**src/rtl/cic_pkg.sv**
```systemverilog
package cic_pkg;
   localparam int unsigned CIC_N     = 8;
   localparam int unsigned CIC_IDX_W = $clog2(CIC_N);

   typedef logic [CIC_IDX_W-1:0] cic_idx_t;

   typedef struct packed {
      logic     hit;
      cic_idx_t idx;
   } cic_pick_t;

   // lowest set index wins (index 0 = highest priority)
   function automatic cic_pick_t cic_first(input logic [CIC_N-1:0] v);
      cic_pick_t r;
      r = '0;
      for (int i = CIC_N - 1; i >= 0; i--) begin
         if (v[i]) begin
            r.hit = 1'b1;
            r.idx = cic_idx_t'(i);
         end
      end
      return r;
   endfunction
endpackage

```
**src/rtl/cic_request.sv**
```systemverilog
module cic_request #(
   parameter int unsigned LINES      = 16,
   parameter logic [LINES-1:0] ACTIVE_LOW = '0,
   parameter logic [LINES-1:0] FIXED_EDGE = '0,
   parameter logic [LINES-1:0] UNUSED     = '0
) (
   input  logic             clk,
   input  logic             rst_n,
   input  logic [LINES-1:0] raw,
   input  logic [LINES-1:0] lvl_cfg,
   input  logic [LINES-1:0] clr,
   output logic [LINES-1:0] irr
);
   logic [LINES-1:0] eff, lvl, prev_q, irr_q;

   assign eff = (raw ^ ACTIVE_LOW) & ~UNUSED;
   assign lvl = lvl_cfg & ~FIXED_EDGE;

   for (genvar g = 0; g < LINES; g++) begin : g_line
      always_ff @(posedge clk) begin
         if (!rst_n) begin
            prev_q[g] <= 1'b0;
            irr_q[g]  <= 1'b0;
         end else begin
            prev_q[g] <= eff[g];
            if (lvl[g])
               irr_q[g] <= eff[g] & ~clr[g];
            else
               irr_q[g] <= (irr_q[g] | (eff[g] & ~prev_q[g])) & ~clr[g];
         end
      end
   end

   assign irr = irr_q;

   AST_EDGE_CLEAR: assert property (@(posedge clk) disable iff (!rst_n)
      (|(clr & ~lvl)) |=> ((irr_q & $past(clr & ~lvl)) == '0));
endmodule

```
**src/rtl/cic_ack_seq.sv**
```systemverilog
module cic_ack_seq (
   input  logic clk,
   input  logic rst_n,
   input  logic ack,
   output logic pulse1,
   output logic pulse2
);
   logic p1_q, p2_q;

   always_ff @(posedge clk) begin
      if (!rst_n) begin
         p1_q <= 1'b0;
         p2_q <= 1'b0;
      end else begin
         p1_q <= ack & ~p1_q & ~p2_q;
         p2_q <= p1_q;
      end
   end

   assign pulse1 = p1_q;
   assign pulse2 = p2_q;

   AST_SEQ_ONEHOT: assert property (@(posedge clk) disable iff (!rst_n)
      $onehot0({p1_q, p2_q}));
   AST_SEQ_ORDER: assert property (@(posedge clk) disable iff (!rst_n)
      p1_q |=> p2_q);
endmodule

```
**src/rtl/cic_unit.sv**
```systemverilog
module cic_unit
   import cic_pkg::*;
#(
   parameter int unsigned BASE_W   = 5,
   parameter int unsigned BASE_RST = 1
) (
   input  logic              clk,
   input  logic              rst_n,
   input  logic [CIC_N-1:0]  req,
   input  logic              mask_we,
   input  logic [CIC_N-1:0]  mask_wdata,
   input  logic              base_we,
   input  logic [BASE_W-1:0] base_wdata,
   input  logic              eoi,
   input  logic              take,
   output logic              int_out,
   output cic_idx_t          win,
   output logic [BASE_W-1:0] base
);
   logic [CIC_N-1:0]  imr_q, isr_q, pend, eoi_clr, take_set;
   logic [BASE_W-1:0] base_q;
   cic_pick_t         pp, ps;

   assign pend = req & ~imr_q;
   assign pp   = cic_first(pend);
   assign ps   = cic_first(isr_q);

   assign int_out  = pp.hit && (!ps.hit || (pp.idx < ps.idx));
   assign eoi_clr  = (eoi && ps.hit) ? (CIC_N'(1) << ps.idx) : '0;
   assign take_set = take ? (CIC_N'(1) << pp.idx) : '0;

   always_ff @(posedge clk) begin
      if (!rst_n) begin
         imr_q  <= '1;
         isr_q  <= '0;
         base_q <= BASE_W'(BASE_RST);
      end else begin
         if (mask_we) imr_q <= mask_wdata;
         if (base_we) base_q <= base_wdata;
         isr_q <= (isr_q & ~eoi_clr) | take_set;
      end
   end

   assign win  = pp.idx;
   assign base = base_q;

   AST_TAKE_SETS_ISR: assert property (@(posedge clk) disable iff (!rst_n)
      take |=> isr_q[$past(pp.idx)]);
   AST_EOI_DROPS_ONE: assert property (@(posedge clk) disable iff (!rst_n)
      (eoi && ps.hit && !take) |=> ($countones(isr_q) == $countones($past(isr_q)) - 1));
endmodule

```
**src/rtl/cascaded_irq_ctrl.sv**
```systemverilog
module cascaded_irq_ctrl
   import cic_pkg::*;
#(
   parameter logic [2*CIC_N-1:0] ACTIVE_LOW = 16'h0100,
   parameter int unsigned VEC_W      = 8,
   parameter int unsigned CASC       = 2,
   parameter int unsigned M_BASE_RST = 1,
   parameter int unsigned S_BASE_RST = 14
) (
   input  logic        clk,
   input  logic        rst_n,
   input  logic [15:0] irq_in,
   input  logic        trig_we,
   input  logic [15:0] trig_wdata,
   input  logic        mask_we_m,
   input  logic        mask_we_s,
   input  logic [7:0]  mask_wdata,
   input  logic        base_we_m,
   input  logic        base_we_s,
   input  logic [4:0]  base_wdata,
   input  logic        eoi_m,
   input  logic        eoi_s,
   input  logic        ack,
   output logic        intr,
   output logic        vec_valid,
   output logic [7:0]  vec
);
   localparam int unsigned LINES  = 2 * CIC_N;
   localparam int unsigned BASE_W = VEC_W - CIC_IDX_W;
   localparam logic [LINES-1:0] CASC_LINE  = LINES'(1) << CASC;
   localparam logic [LINES-1:0] FIXED_EDGE = LINES'(1) | CASC_LINE | (LINES'(1) << CIC_N);
   localparam logic [CIC_N-1:0] CASC_BIT   = CIC_N'(1) << CASC;

   if (VEC_W != 8) begin : g_bad_vec
      $error("VEC_W must be 8");
   end
   if (CASC >= CIC_N || CASC == 0) begin : g_bad_casc
      $error("CASC must name a master input 1..7");
   end

   logic [LINES-1:0]  trig_q, irr, clr;
   logic [CIC_N-1:0]  req_m, req_s;
   logic              m_int, s_int, p1, p2, take_m, take_s;
   cic_idx_t          m_win, s_win;
   logic [BASE_W-1:0] m_base, s_base;
   logic [VEC_W-1:0]  hold_q, vec_q;
   logic              vv_q;

   always_ff @(posedge clk) begin
      if (!rst_n)       trig_q <= '0;
      else if (trig_we) trig_q <= trig_wdata & ~FIXED_EDGE;
   end

   cic_request #(
      .LINES(LINES), .ACTIVE_LOW(ACTIVE_LOW),
      .FIXED_EDGE(FIXED_EDGE), .UNUSED(CASC_LINE)
   ) u_req (
      .clk(clk), .rst_n(rst_n), .raw(irq_in), .lvl_cfg(trig_q),
      .clr(clr), .irr(irr)
   );

   assign req_s = irr[LINES-1:CIC_N];
   assign req_m = (irr[CIC_N-1:0] & ~CASC_BIT) | (s_int ? CASC_BIT : '0);

   cic_unit #(.BASE_W(BASE_W), .BASE_RST(S_BASE_RST)) u_slave (
      .clk(clk), .rst_n(rst_n), .req(req_s),
      .mask_we(mask_we_s), .mask_wdata(mask_wdata),
      .base_we(base_we_s), .base_wdata(base_wdata),
      .eoi(eoi_s), .take(take_s),
      .int_out(s_int), .win(s_win), .base(s_base)
   );

   cic_unit #(.BASE_W(BASE_W), .BASE_RST(M_BASE_RST)) u_master (
      .clk(clk), .rst_n(rst_n), .req(req_m),
      .mask_we(mask_we_m), .mask_wdata(mask_wdata),
      .base_we(base_we_m), .base_wdata(base_wdata),
      .eoi(eoi_m), .take(take_m),
      .int_out(m_int), .win(m_win), .base(m_base)
   );

   cic_ack_seq u_seq (
      .clk(clk), .rst_n(rst_n), .ack(ack), .pulse1(p1), .pulse2(p2)
   );

   // first pulse: freeze the decision and commit it
   assign take_m = p1 & m_int;
   assign take_s = take_m & (m_win == cic_idx_t'(CASC));

   always_comb begin
      clr = '0;
      if (take_s)      clr = LINES'(1) << (CIC_N + 32'(s_win));
      else if (take_m) clr = LINES'(1) << m_win;
   end

   always_ff @(posedge clk) begin
      if (!rst_n) begin
         hold_q <= '0;
         vec_q  <= '0;
         vv_q   <= 1'b0;
      end else begin
         if (p1) begin
            if (take_s)      hold_q <= {s_base, s_win};
            else if (take_m) hold_q <= {m_base, m_win};
            else             hold_q <= {m_base, {CIC_IDX_W{1'b1}}};
         end
         vv_q <= p2;
         if (p2) vec_q <= hold_q;
      end
   end

   assign intr      = m_int;
   assign vec_valid = vv_q;
   assign vec       = vec_q;

   AST_VEC_PULSE: assert property (@(posedge clk) disable iff (!rst_n)
      vec_valid |=> !vec_valid);
   AST_SLAVE_NEEDS_CASC: assert property (@(posedge clk) disable iff (!rst_n)
      take_s |=> $past(s_int));
endmodule

```
**config.mk**
```make
export PLATFORM = sky130hd
export DESIGN_NAME = cascaded_irq_ctrl
export DESIGN_NICKNAME = d
export VERILOG_FILES = /design/src/rtl/cic_pkg.sv /design/src/rtl/cic_request.sv /design/src/rtl/cic_ack_seq.sv /design/src/rtl/cic_unit.sv /design/src/rtl/cascaded_irq_ctrl.sv
export SDC_FILE = /design/constraint.sdc
export NUM_CORES = 1
export LEC_CHECK = 0
export BUFFER_PORTS_ARGS = -buffer_cell sky130_fd_sc_hd__buf_2
export CORE_MARGIN = 3
export CORE_UTILIZATION = 40
export CTS_CLUSTER_DIAMETER = 40
export DETAILED_ROUTE_END_ITERATION = 12
export SLEW_MARGIN = 5
export SYNTH_ARGS = -nofsm -noshare
export SYNTH_HDL_FRONTEND = slang
export SYNTH_HIERARCHICAL = 1
export SYNTH_SLANG_ARGS = --single-unit
```
**constraint.sdc**
```tcl
create_clock -name clk -period 5.2 [get_ports clk]
set_input_delay 1.3 -clock clk [delete_from_list [all_inputs] [get_ports clk]]
set_output_delay 1.3 -clock clk [all_outputs]
set_load 0.005 [all_outputs]
```
After elaboration in Yosys (flattened, before gate mapping). Cells that the tools add are included.

Flip-flop bits (word level): 104. Bits of input ports: 55. Output and inout port bits: 10. Word-level logic and storage cells: 220.

Add/sub/neg operators: 1. Magnitude comparators: 2. Equal/unequal tests: 1. Shifts and indexed selects: 6. Muxes and demuxes: 54. Bitwise logic cells: 106. Reductions and logical operators: 8.

Operators with widths (number): $mux W4 (32); $and A1 B1 Y1 (47); $mux W8 (5); $not A1 Y1 (33); $and A8 B8 Y8 (4); $mux W16 (2); $not A8 Y8 (4); $shl A1 B3 Y8 const A (4); $or A8 B8 Y8 (2); $shl A1 B3 Y16 const A (1); $shl A1 B5 Y16 const A (1); $or A1 B1 Y1 (15); $mux W1 (13); $or A8 B3 Y8 (1); $lt A3 B3 Y1 (2); $mux W3 (2); $add A4 B3 Y5 const A (1); $logic_and A1 B1 Y1 (4); $eq A3 B2 Y1 const B (1); $logic_not A1 Y1 (2); $logic_or A1 B1 Y1 (2).

Logic depth before layout (Yosys ltp). Gate-level depths: netlist of the first run.

Word-level depth: 33. Mapped depth: 24. Depth with buffers taken out: 23.

Hierarchy. Netlist of the first run, hierarchy kept.

Modules (own cells, without submodules): cascaded_irq_ctrl (instances 1, cells an instance 144, area an instance 1361.3 sq um, sequential area each 600.6 sq um); cic_request (instances 1, cells an instance 108, area an instance 1202.4 sq um, sequential area each 620.6 sq um); cic_unit (u_slave) (instances 1, cells an instance 135, area an instance 1132.3 sq um, sequential area each 420.4 sq um); cic_unit (u_master) (instances 1, cells an instance 135, area an instance 1127.3 sq um, sequential area each 420.4 sq um); cic_ack_seq (instances 1, cells an instance 4, area an instance 58.8 sq um, sequential area each 40.0 sq um).

Worst setup path after synthesis of the first run. No wires, ideal clock.

Path type: reg2out. Start point: register u_req.irr_q[15], in the netlist u_req/irr[15]. End point: output port intr. Arrival: 3.621 ns. Data required time: 3.900 ns. Path slack: 0.279 ns. Stages on the path, launching flop included: 17. Buffers on the path: 0. Path through: dfxtp_1 -> inv_1 -> o21ai_0 -> nand3_1 -> a21boi_0 -> ha_1 -> o21a_1 -> o22ai_1 -> a2bb2oi_1 -> nand2b_1 -> and2_1 -> and2_1 -> nor2b_1 -> ha_1 -> a21o_1 -> a211oi_1 -> a2bb2oi_1.

Cells in the longest elaborated chain, start to end: 21.

Ends and longest elaborated chain: start: declaration (RTL line cic_request.sv:14) `logic [LINES-1:0] eff, lvl, prev_q, irr_q;`; start signal: indexed assignment (RTL line cic_request.sv:27) `irr_q[g] <= eff[g] & ~clr[g];`; start signal: indexed assignment (RTL line cic_request.sv:29) `irr_q[g] <= (irr_q[g] | (eff[g] & ~prev_q[g])) & ~clr[g];`; $and A8 B8 Y8 (RTL line cic_unit.sv:24) `assign pend = req & ~imr_q;`; $mux W4 (8 in series) (RTL line cic_pkg.sv:17) `if (v[i]) begin`; named net s_win[1] (RTL line cascaded_irq_ctrl.sv:44) `cic_idx_t m_win, s_win;`; $lt A3 B3 Y1 (RTL line cic_unit.sv:28) `assign int_out = pp.hit && (!ps.hit || (pp.idx < ps.idx));`; $logic_or A1 B1 Y1 (RTL line cic_unit.sv:28); $logic_and A1 B1 Y1 (RTL line cic_unit.sv:28); named net s_int (RTL line cascaded_irq_ctrl.sv:43) `logic m_int, s_int, p1, p2, take_m, take_s;`; $mux W3 (RTL line cascaded_irq_ctrl.sv:63) `assign req_m = (irr[CIC_N-1:0] & ~CASC_BIT) | (s_int ? CASC_BIT : '0);`; $or A8 B3 Y8 (RTL line cascaded_irq_ctrl.sv:63); $and A8 B8 Y8 (RTL line cic_unit.sv:24); $mux W4 (3 in series) (RTL line cic_pkg.sv:17); named net m_win[2] (RTL line cascaded_irq_ctrl.sv:44); $lt A3 B3 Y1 (RTL line cic_unit.sv:28); $logic_or A1 B1 Y1 (RTL line cic_unit.sv:28); $logic_and A1 B1 Y1 (RTL line cic_unit.sv:28); end: declaration (RTL line cascaded_irq_ctrl.sv:24) `output logic intr,`.

The timed path passes the listed nets, and every way through them passes these cells.

Worst setup path after layout of the first run.
Start point: register u_slave.imr_q[2]. End point: output port intr.

Cells in the longest elaborated chain, start to end: 17.

Ends and longest elaborated chain: start: declaration (RTL line cic_unit.sv:20) `logic [CIC_N-1:0] imr_q, isr_q, pend, eoi_clr, take_set;`; start signal: assignment (RTL line cic_unit.sv:38) `if (mask_we) imr_q <= mask_wdata;`; $not A8 Y8 (RTL line cic_unit.sv:24); $and A8 B8 Y8 (RTL line cic_unit.sv:24); $mux W4 (3 in series) (RTL line cic_pkg.sv:17); named net s_win[2] (RTL line cascaded_irq_ctrl.sv:44); $lt A3 B3 Y1 (RTL line cic_unit.sv:28); $logic_or A1 B1 Y1 (RTL line cic_unit.sv:28); $logic_and A1 B1 Y1 (RTL line cic_unit.sv:28); named net s_int (RTL line cascaded_irq_ctrl.sv:43); $mux W3 (RTL line cascaded_irq_ctrl.sv:63); $or A8 B3 Y8 (RTL line cascaded_irq_ctrl.sv:63); $and A8 B8 Y8 (RTL line cic_unit.sv:24); $mux W4 (3 in series) (RTL line cic_pkg.sv:17); named net m_win[2] (RTL line cascaded_irq_ctrl.sv:44); $lt A3 B3 Y1 (RTL line cic_unit.sv:28); $logic_or A1 B1 Y1 (RTL line cic_unit.sv:28); $logic_and A1 B1 Y1 (RTL line cic_unit.sv:28).

The timed path passes the listed nets, and every way through them passes these cells.

==> metrics, run 1 <==
sequential power share 49.5%; number of global-route vias before repair 3,598; gr ovfl total 0; Comb pwr share between 10% and 20%; die height ~120 um; clock group share of total power between 30% and 40%; nets 643; Worst Tran Pin Value ~0.83 ns; r2r startpoint u_slave/imr_q[2]$_SDFFE_PN1P_; hold_buf cts 0; Slew Viols, Final 0; period utilisation layout 97.8%; CP Launch Type flop; Hold Path Depth 2; vias per cell just over 5; 1st-iter DRT viols ~190; synth warn 6; Setup WS pre-CTS ~0.02 ns; Post-DRT Antenna Nets 0; status complete, no violations; CTS tree built; Avg Inst Size Synth 9.27 sq um; pwr/cell area slightly above 300 nW/um^2; # rows 39; PnR worst setup slack approximately 0.12 ns; setup_tns 0 ns; Placer Congestion around 0.9; Mapped Cells 523; FF-to-FF End u_slave/isr_q[0]$_SDFF_PN0_; CP required between 3 and 4 ns; count of input and output buffers 60; Hold/Removal Path Class reg -> reg; IO Pins 65; Slew HR 44.4%; Sw Ratio about a quarter; Vias 3,758; setup slack, reg-to-reg ~0.37 ns; Overall Global Routing Usage 16.3%; clk slew on worst S/H paths roughly 0.07 ns; dpl cells 712; Inserted Clock Buffers 9; Fin. Hold Viols 0; Setup CP Type reg -> out; clk_skew about 0.012 ns; minimum clock period 5.08 ns; highest achievable clock rate between 150 and 200 MHz; clock sinks 104; H-tree depth 3; worst r2r path cells 25; NetSw 435 uW; element type at the critical path end primary output; Area Overhead vs Synth 17.4%; VDD IR max 0.150 mV; Clock Latency Late Sink between 0.3 and 0.4 ns; Finished Layout Cells about 730; core area 11,600 sq um; first-pass GRT wire length roughly 18 mm; largest net degree at the start of global routing 56; wire length per cell 14.4 um; final wirelength between 10 and 15 mm; DRC 0; P_leak 0.00242 uW; peak fanout along the critical path 6; Final setup violation count 0; Root Driver clkbuf_16; internal power 1310 uW; router iterations before antenna repair 4; clock buffer depth 2; layout cells sized above 1 between 20% and 30%; Die ar. around 13,000 sq um; Initial Util between 40% and 50%; HP Start u_master/imr_q[4]$_SDFFE_PN1P_; Worst Hold End u_master/imr_q[4]$_SDFFE_PN1P_; synthesized area approximately 4800 sq um; Post-Syn Nets around 580; DP HPWL approximately 8 mm; initial antenna violation count 0; Max Cap Viol 0; Die Width 116 um; overall power about 1700 uW; Arrival @ worst endpoint 3.78 ns; # diodes 0
-- cell type report --
| class | instances | area [sq um] |
|---|---|---|
| Fill cell | 1150 | 5920 |
| Sequential cell | 104 | 2090 |
| Timing Repair Buffer | 71 | 383 |
| Inverter | 22 | 82.6 |
| Clock buffer | 13 | 270 |
| Tap cell | 143 | 179 |
| Clock inverter | 3 | 25.0 |
| Multi-Input combinational cell | 376 | 2670 |
-- layer usage --
| layer | track usage, % | vias up | routed length, um |
|---|---|---|---|
| li1 | - | 1927 | - |
| met3 | 3.37 | 15 | 420 |
| met1 | 23.4 | 1742 | 5420 |
| met4 | 6.11 | 0 | 199 |
| met5 | 0 | - | 0 |
| met2 | 24.1 | 74 | 4500 |
-- state kept, by name, summed over array words and instances, names as in the netlist --
name	cells
u_req/irr	15
u_req/prev_q	15
trig_q	13
hold_q	8
u_master/imr_q	8
u_master/isr_q	8
u_slave/imr_q	8
u_slave/isr_q	8
vec	8
u_master/base	5
u_slave/base	5
u_seq/pulse1	1
u_seq/pulse2	1
vec_valid	1
-- cell usage in the layout, fill, tap and decap left out, types with 13 or more instances in the layout --
cell,n
dfxtp_1,101
and2_1,20
a21oi_1,24
nor3b_2,15
buf_2,60
and2b_2,13
mux2i_1,43
nor2_1,20
nor2b_1,39
o21ai_0,24
nand2b_1,25
inv_1,22
nand2_1,45
-- power groups by stage --
stage	registers [uW]	logic [uW]	clock network (uW)
2_1_floorplan	870	151	0
3_3_place_gp	881	202	0
3_5_place_dp	882	207	0
4_1_cts	865	215	677
5_1_grt	871	250	706
6_report	865	225	658
-- per-stage QoR --
step	instance area (sq um)	utilization (%)	hold slack, ns
3_5_place_dp	5270	45.4	0.450
6_report	5690	49.0	0.464
5_1_grt	5690	49.0	0.504
4_1_cts	5620	48.4	0.468
2_1_floorplan	4850	-	0.432
3_3_place_gp	5270	45.4	0.443
-- critical path, cell delays in order, from the launching register on --
cell and delay, ns:
dfxtp_2 0.34, nand2b_4 0.16, and2_4 0.15, and2_4 0.16
nor2b_2 0.16, ha_1 0.32, a21o_1 0.20, a211oi_2 0.24
a2bb2oi_2 0.18, nand2b_1 0.10, and2_4 0.15, and2_4 0.16
nor2b_4 0.14, ha_4 0.25, a21o_1 0.18, a211oi_2 0.21
a2bb2oi_2 0.19, buf_2 0.14
-- worst max-delay path by stage --
| stage | from | depth (start not counted) | to | slack [ns] |
|---|---|---|---|---|
| 3_5_place_dp | u_slave/imr_q[0]$_SDFFE_PN1P_ | 24 | u_slave/isr_q[0]$_SDFF_PN0_ | 0.02 |
| 2_1_floorplan | u_req/irr[15]$_SDFF_PN0_ | 16 | intr | 0.28 |
| 3_3_place_gp | u_slave/imr_q[0]$_SDFFE_PN1P_ | 17 | intr | 0.12 |
| 5_1_grt | u_slave/imr_q[2]$_SDFFE_PN1P_ | 17 | intr | -0.06 |
| 4_1_cts | u_slave/imr_q[3]$_SDFFE_PN1P_ | 17 | intr | 0.04 |
| 6_report | u_slave/imr_q[2]$_SDFFE_PN1P_ | 17 | intr | 0.12 |
-- repair_timing --
item | CTS | global route
endpoints found under the setup margin | 2 | 2
endpoints found under the hold margin | 0 | 0
gates resized for setup | 9 | 16
setup buffers | 2 | 2
pin swaps | 2 | 4
Note: power is estimated with default switching activity, not from simulation.
==> inputs of run 2 (changes only) <==
--- a/config.mk
+++ b/config.mk
@@ -5,7 +5,7 @@
 export SDC_FILE = /design/constraint.sdc
 export NUM_CORES = 1
 export LEC_CHECK = 0
-export BUFFER_PORTS_ARGS = -buffer_cell sky130_fd_sc_hd__buf_2
+export BUFFER_PORTS_ARGS = -buffer_cell sky130_fd_sc_hd__clkbuf_2
 export CORE_MARGIN = 3
 export CORE_UTILIZATION = 40
 export CTS_CLUSTER_DIAMETER = 40
==> run 2 against run 1 <==
  * Utilization down 0.17 points
  * Die area unchanged
  * Non-clock buffer count down 2
  * Wire length up 1.1%
  * Hold slack better by 0.0039 ns
  * Clock skew down 0.0038 ns
  * Design area down 0.35%
  * Global-route usage about the same
  * Critical path depth unchanged
  * Flip-flop and latch count unchanged
  * Critical endpoint unchanged
  * Largest cell class unchanged
==> metrics, run 2 (same netlist as run 1, synthesis figures left out) <==
Hold/Removal Path Class reg -> reg; DRC 0 (unchanged); Post-DRT Antenna Nets 0 (unchanged); fillcell total 1,119 (-2.7%); Root Driver clkbuf_16; Area Overhead vs Synth 17.0%; dpl cells 711 (-0.14%); sequential cell area 2090 sq um (unchanged); crit path from u_slave/imr_q[3]$_SDFFE_PN1P_; CTS tree built; worst r2r path cells 25 (unchanged); most common cell after layout, fill and taps aside dfxtp_1; count of input and output buffers 60 (unchanged); element type at the critical path end primary output; clk_skew 0.00849 ns (-0.00376 ns); fin util 48.8% (-0.17 points); Setup CP Type reg -> out; status complete, no violations; gr ovfl total 0 (unchanged); VDD IR max 0.182 mV (+21%); HP Start u_slave/imr_q[6]$_SDFFE_PN1P_; Max Cap Viol 0 (unchanged); Worst Tran Pin Value 0.837 ns (+0.00301 ns); DP HPWL 7.87 mm (+0.60%); initial antenna violation count 0 (unchanged); Arrival @ worst endpoint 3.76 ns (-0.02 ns); # diodes 0 (unchanged); CP required 3.90 ns (about the same); Clock Latency Late Sink 0.35 ns (about the same); die height 116 um (unchanged); router iterations before antenna repair 4 (unchanged); CP Launch Type flop; period utilisation layout 97.2% (-0.56 points); Die ar. 13,500 sq um (unchanged); Vias 3,736 (-0.59%); largest net degree at the start of global routing 61 (+8.9%); minimum clock period 5.06 ns (-0.0292 ns); # rows 39 (unchanged); clk slew on worst S/H paths 0.07 ns (about the same); Initial Util 41.8% (unchanged); number of global-route vias before repair 3,503 (-2.6%); Fin. Hold Viols 0 (unchanged); Slew HR 44.2% (-0.20 points); final wirelength 10.7 mm (+1.1%); r2r startpoint u_slave/imr_q[3]$_SDFFE_PN1P_; 1st-iter DRT viols 170 (-9.1%); clock sinks 104 (unchanged); nets 641 (-0.31%); peak fanout along the critical path 4 (-2); Hold Path Depth 2 (unchanged); Placer Congestion 0.880 (-2.7%); clock buffer depth 2 (unchanged); Die Width 116 um (unchanged); Inserted Clock Buffers 9 (unchanged); P_leak 0.00241 uW (-0.51%); vias per cell 5.12 (-0.31%); core area 11,600 sq um (unchanged); IO Pins 65 (unchanged); layout cells sized above 1 25.0% (-0.42 points); Final setup violation count 0 (unchanged); pwr/cell area 310 nW/um^2 (+0.93%); area occupied by multi-input gates 2660 sq um (-0.42%); most frequent cells in the layout 101 x dfxtp_1, 60 x clkbuf_2, 45 x nand2_1; first-pass GRT wire length 17.4 mm (-0.79%); H-tree depth 3 (unchanged); Overall Global Routing Usage 16.3% (about the same); Slew Viols, Final 0 (unchanged); Finished Layout Cells 730 (-0.27%); highest achievable clock rate 198 MHz (+0.58%); hold_buf cts 0 (unchanged); wire length per cell 14.6 um (+1.4%)
## run 2: power by group
part | leakage, uW | switching [uW] | internal, uW
logic | 0.00140 | 113 | 106
registers | 0.000857 | 28.3 | 838
clock network | 0.000150 | 304 | 369
total | 0.00241 | 446 | 1310
## run 2: final cells by class
type	count	area share, %
inverter	22	1.46
timing repair buffer	69	6.48
multi-input combinational	376	46.8
sequential	104	36.8
clock buffer	12	4.70
tap	143	3.15
clock inverter	4	0.618
## run 2: stage by stage
step / power, uW / setup WS [ns] / setup TNS (ns) / hold WS, ns / instance area, sq um
final: 1760 / 0.145 / 0 / 0.467 / 5670
after global routing: 1840 / -0.0484 / -0.0484 / 0.502 / 5670
after CTS: 1770 / 0.000739 / 0 / 0.469 / 5620
after detailed placement: 1090 / 0.0917 / 0 / 0.451 / 5270
after global placement: 1080 / 0.0992 / 0 / 0.443 / 5270
after floorplan: 1020 / 0.279 / 0 / 0.432 / 4850
## run 2: path summary, 6_finish.rpt
path | to | slack, ns
max | intr | 0.14
max reg2reg | u_slave/isr_q[0]$_SDFF_PN0_ | 0.45
min reg2reg | u_slave/imr_q[6]$_SDFFE_PN1P_ | 0.47
min | u_slave/imr_q[6]$_SDFFE_PN1P_ | 0.47
## run 2: critical path, stage by stage (launching register included)
cell,delay (ns)
dfxtp_1,0.34
nand2b_1,0.16
and2_4,0.17
and2_4,0.16
nor2b_4,0.13
ha_1,0.30
a21o_1,0.19
a211oi_2,0.18
a2bb2oi_2,0.15
nand2b_1,0.09
and2_1,0.17
and2_1,0.19
nor2b_2,0.18
ha_1,0.30
a21o_1,0.20
a211oi_2,0.18
a2bb2oi_2,0.18
clkbuf_2,0.14
## run 2: per-layer routing
layer / wire length, um / vias up / share of wire [%] / global-route usage (%)
met3: 416 / 7 / 3.9 / 3.99
met2: 4640 / 68 / 44 / 24.5
met5: 0 / - / 0 / 0
li1: - / 1920 / - / -
met1: 5510 / 1741 / 52 / 23.5
met4: 84 / 0 / 0.79 / 4.25
## run 2: repair_timing
| item | in CTS | in global routing |
|---|---|---|
| buffers inserted | 2 | 1 |
| setup endpoints to repair | 1 | 4 |
| pin swaps | 2 | 1 |
| resized for setup | 10 | 14 |
==> inputs of run 3 (changes only) <==
--- a/config.mk
+++ b/config.mk
@@ -5,6 +5,7 @@
 export SDC_FILE = /design/constraint.sdc
 export NUM_CORES = 1
 export LEC_CHECK = 0
+export ABC_CLOCK_PERIOD_IN_PS = 6300
 export BUFFER_PORTS_ARGS = -buffer_cell sky130_fd_sc_hd__clkbuf_2
 export CORE_MARGIN = 3
 export CORE_UTILIZATION = 40
==> constraint.sdc (replaced) <==
create_clock -name clk -period 6.3 [get_ports clk]
set_input_delay 1.575 -clock clk [delete_from_list [all_inputs] [get_ports clk]]
set_output_delay 1.575 -clock clk [all_outputs]
set_load 0.005 [all_outputs]
==> run 3 against run 2 <==
  * Global-route usage about the same
  * Utilization decreased by 1.0 points
  * Sequential share of layout area increased by 0.73 points
  * Setup slack improved by 0.25 ns
  * Register-to-register slack improved by 0.45 ns
  * Cell count decreased by 0.68%
  * Combinational power decreased by 23%
  * Flip-flop and latch count unchanged
  * Wire length decreased by 1.1%
  * Critical path type unchanged
  * Critical endpoint unchanged
==> metrics, run 3 (same netlist as run 1, synthesis figures left out) <==
highest achievable clock rate 169 MHz; vias per cell 5.17 (+1.1%); count of input and output buffers 60 (unchanged); clk_skew 0.0116 ns (+0.00310 ns); Die Width 116 um (unchanged); first-pass GRT wire length 17.3 mm (-0.56%); router iterations before antenna repair 4 (unchanged); largest net degree at the start of global routing 67 (+9.8%); Slowest cell on crit path dfxtp_1; element type at the critical path end primary output; Overall Global Routing Usage 16.2% (-0.036 points); Clock Latency Late Sink 0.35 ns (about the same); pwr/cell area 260 nW/um^2 (-16%); final wirelength 10.5 mm (-1.1%); fin util 47.8% (-1.0 points); setup slack, reg-to-reg 0.90 ns (+0.45 ns); CP required 4.72 ns (+0.82 ns); status complete, no violations; peak fanout along the critical path 6 (+2); Vias 3,750 (+0.37%); dpl cells 709 (-0.28%); overall power 1440 uW (-18%); H-tree depth 3 (unchanged); Slew Viols, Final 0 (unchanged); CP Launch Type flop; DRC 0 (unchanged); Hold/Removal Path Class reg -> reg; # diodes 0 (unchanged); Max Cap Viol 0 (unchanged); gr ovfl total 0 (unchanged); clock sinks 104 (unchanged); P_leak 0.00232 uW (-3.4%); most frequent cells in the layout 104 x dfxtp_1, 60 x clkbuf_2, 45 x nand2_1; nets 636 (-0.78%); fillcell total 1,122 (+0.27%); setup_tns 0 ns (unchanged); Die ar. 13,500 sq um (unchanged); CTS tree built; DP HPWL 7.83 mm (-0.42%); Area Overhead vs Synth 14.5%; Max stage delay on crit path 0.39 ns (+0.05 ns); Final setup violation count 0 (unchanged); core area 11,600 sq um (unchanged); # rows 39 (unchanged); Fin Hold WS 0.468 ns (+0.000317 ns); IO Pins 65 (unchanged); most common cell after layout, fill and taps aside dfxtp_1; post-CTS setup buffer count 0 (-2); VDD IR max 0.210 mV (+16%); number of global-route vias before repair 3,514 (+0.31%); clock buffer depth 2 (unchanged); crit path cell chain inv_1 -> o21ai_0 -> nand3_1 -> a21boi_0 -> ha_1 -> o21a_1 -> o22ai_1 -> a2bb2oi_1 -> nand2b_1 -> and2_1 -> and2_1 -> nor2b_1 -> ha_1 -> a21o_1 -> a211oi_1 -> a2bb2oi_2 -> clkbuf_2; Post-DRT Antenna Nets 0 (unchanged); Placer Congestion 0.817 (-7.2%); Root Driver clkbuf_16; wire length per cell 14.5 um (-0.43%); minimum clock period 5.91 ns; Setup CP Type reg -> out; RSZ-0062 raised after global routing false; initial antenna violation count 0 (unchanged); period utilisation layout 93.8%; Finished Layout Cells 725 (-0.68%); Inserted Clock Buffers 9 (unchanged); clk slew on worst S/H paths 0.07 ns (about the same); Fin. Hold Viols 0 (unchanged); 1st-iter DRT viols 213 (+25%); Arrival @ worst endpoint 4.33 ns (+0.57 ns); Worst Tran Pin Value 0.761 ns (-0.0757 ns); die height 116 um (unchanged); Initial Util 41.8% (unchanged); layout cells sized above 1 21.1% (-3.9 points); Slew HR 49.3% (+5.0 points)
run 3: changes by cell type in the layout (fill, tap and decap cells not counted), sizes merged:
cell	delta
buf	-5
clkinv	-1
clkinvlp	+1
bufinv	+1
clkbuf	-1
run 3: routing by layer:
| layer | share of wire [%] | GRT usage, % |
|---|---|---|
| met1 | 51 | 23.1 |
| met2 | 43 | 23.9 |
| met3 | 4.5 | 4.46 |
| met4 | 1.5 | 5.26 |
| met5 | 0 | 0 |
run 3: timing repair:
action                                  4_1_cts  5_1_grt
hold buffers                                  0        0
endpoints found under the hold margin         0        0
endpoints found under the setup margin        0        1
gates resized for setup                       0        1
run 3: report_power, final:
group          internal (uW)  switching, uW
Combinational           78.8           89.6
Clock                    312            249
Sequential               691           22.4
Total                   1080            361
run 3: cell type report:
| cell class | count | area, sq um | share of cell area (%) |
|---|---|---|---|
| repair buffers | 64 | 330 | 5.95 |
| flip-flops and latches | 104 | 2080 | 37.5 |
| multi-input cells | 376 | 2580 | 46.5 |
| clock inverters | 5 | 63.8 | 1.15 |
| well taps | 143 | 179 | 3.22 |
| inverters | 22 | 82.6 | 1.49 |
| clock buffers | 11 | 233 | 4.19 |
run 3: worst max-delay path: cells and delay by family, from the launching register on:
kind,cells,cell delay [ns]
buffers and inverters,2,0.22
flip-flops,1,0.39
adder cells (fa/ha/maj),2,0.60
AO/OA/AOI/OAI,8,1.86
AND/OR/NAND/NOR,5,0.92
run 3: final timing paths:
check	cells after the start	start	endpoint
worst max-delay path	17	u_req/irr[15]$_SDFF_PN0_	intr
worst min-delay path	2	u_master/imr_q[4]$_SDFFE_PN1P_	u_master/imr_q[4]$_SDFFE_PN1P_
worst max register to register	23	u_req/irr[15]$_SDFF_PN0_	u_slave/isr_q[0]$_SDFF_PN0_
worst min register to register	2	u_master/imr_q[4]$_SDFFE_PN1P_	u_master/imr_q[4]$_SDFFE_PN1P_
run 3: metrics by stage:
stage	cell area, sq um	setup WS, ns
6_report	5550	0.392
5_1_grt	5550	0.0698
4_1_cts	5550	0.308
3_5_place_dp	5250	0.710
3_3_place_gp	5250	0.809
2_1_floorplan	4850	1.10
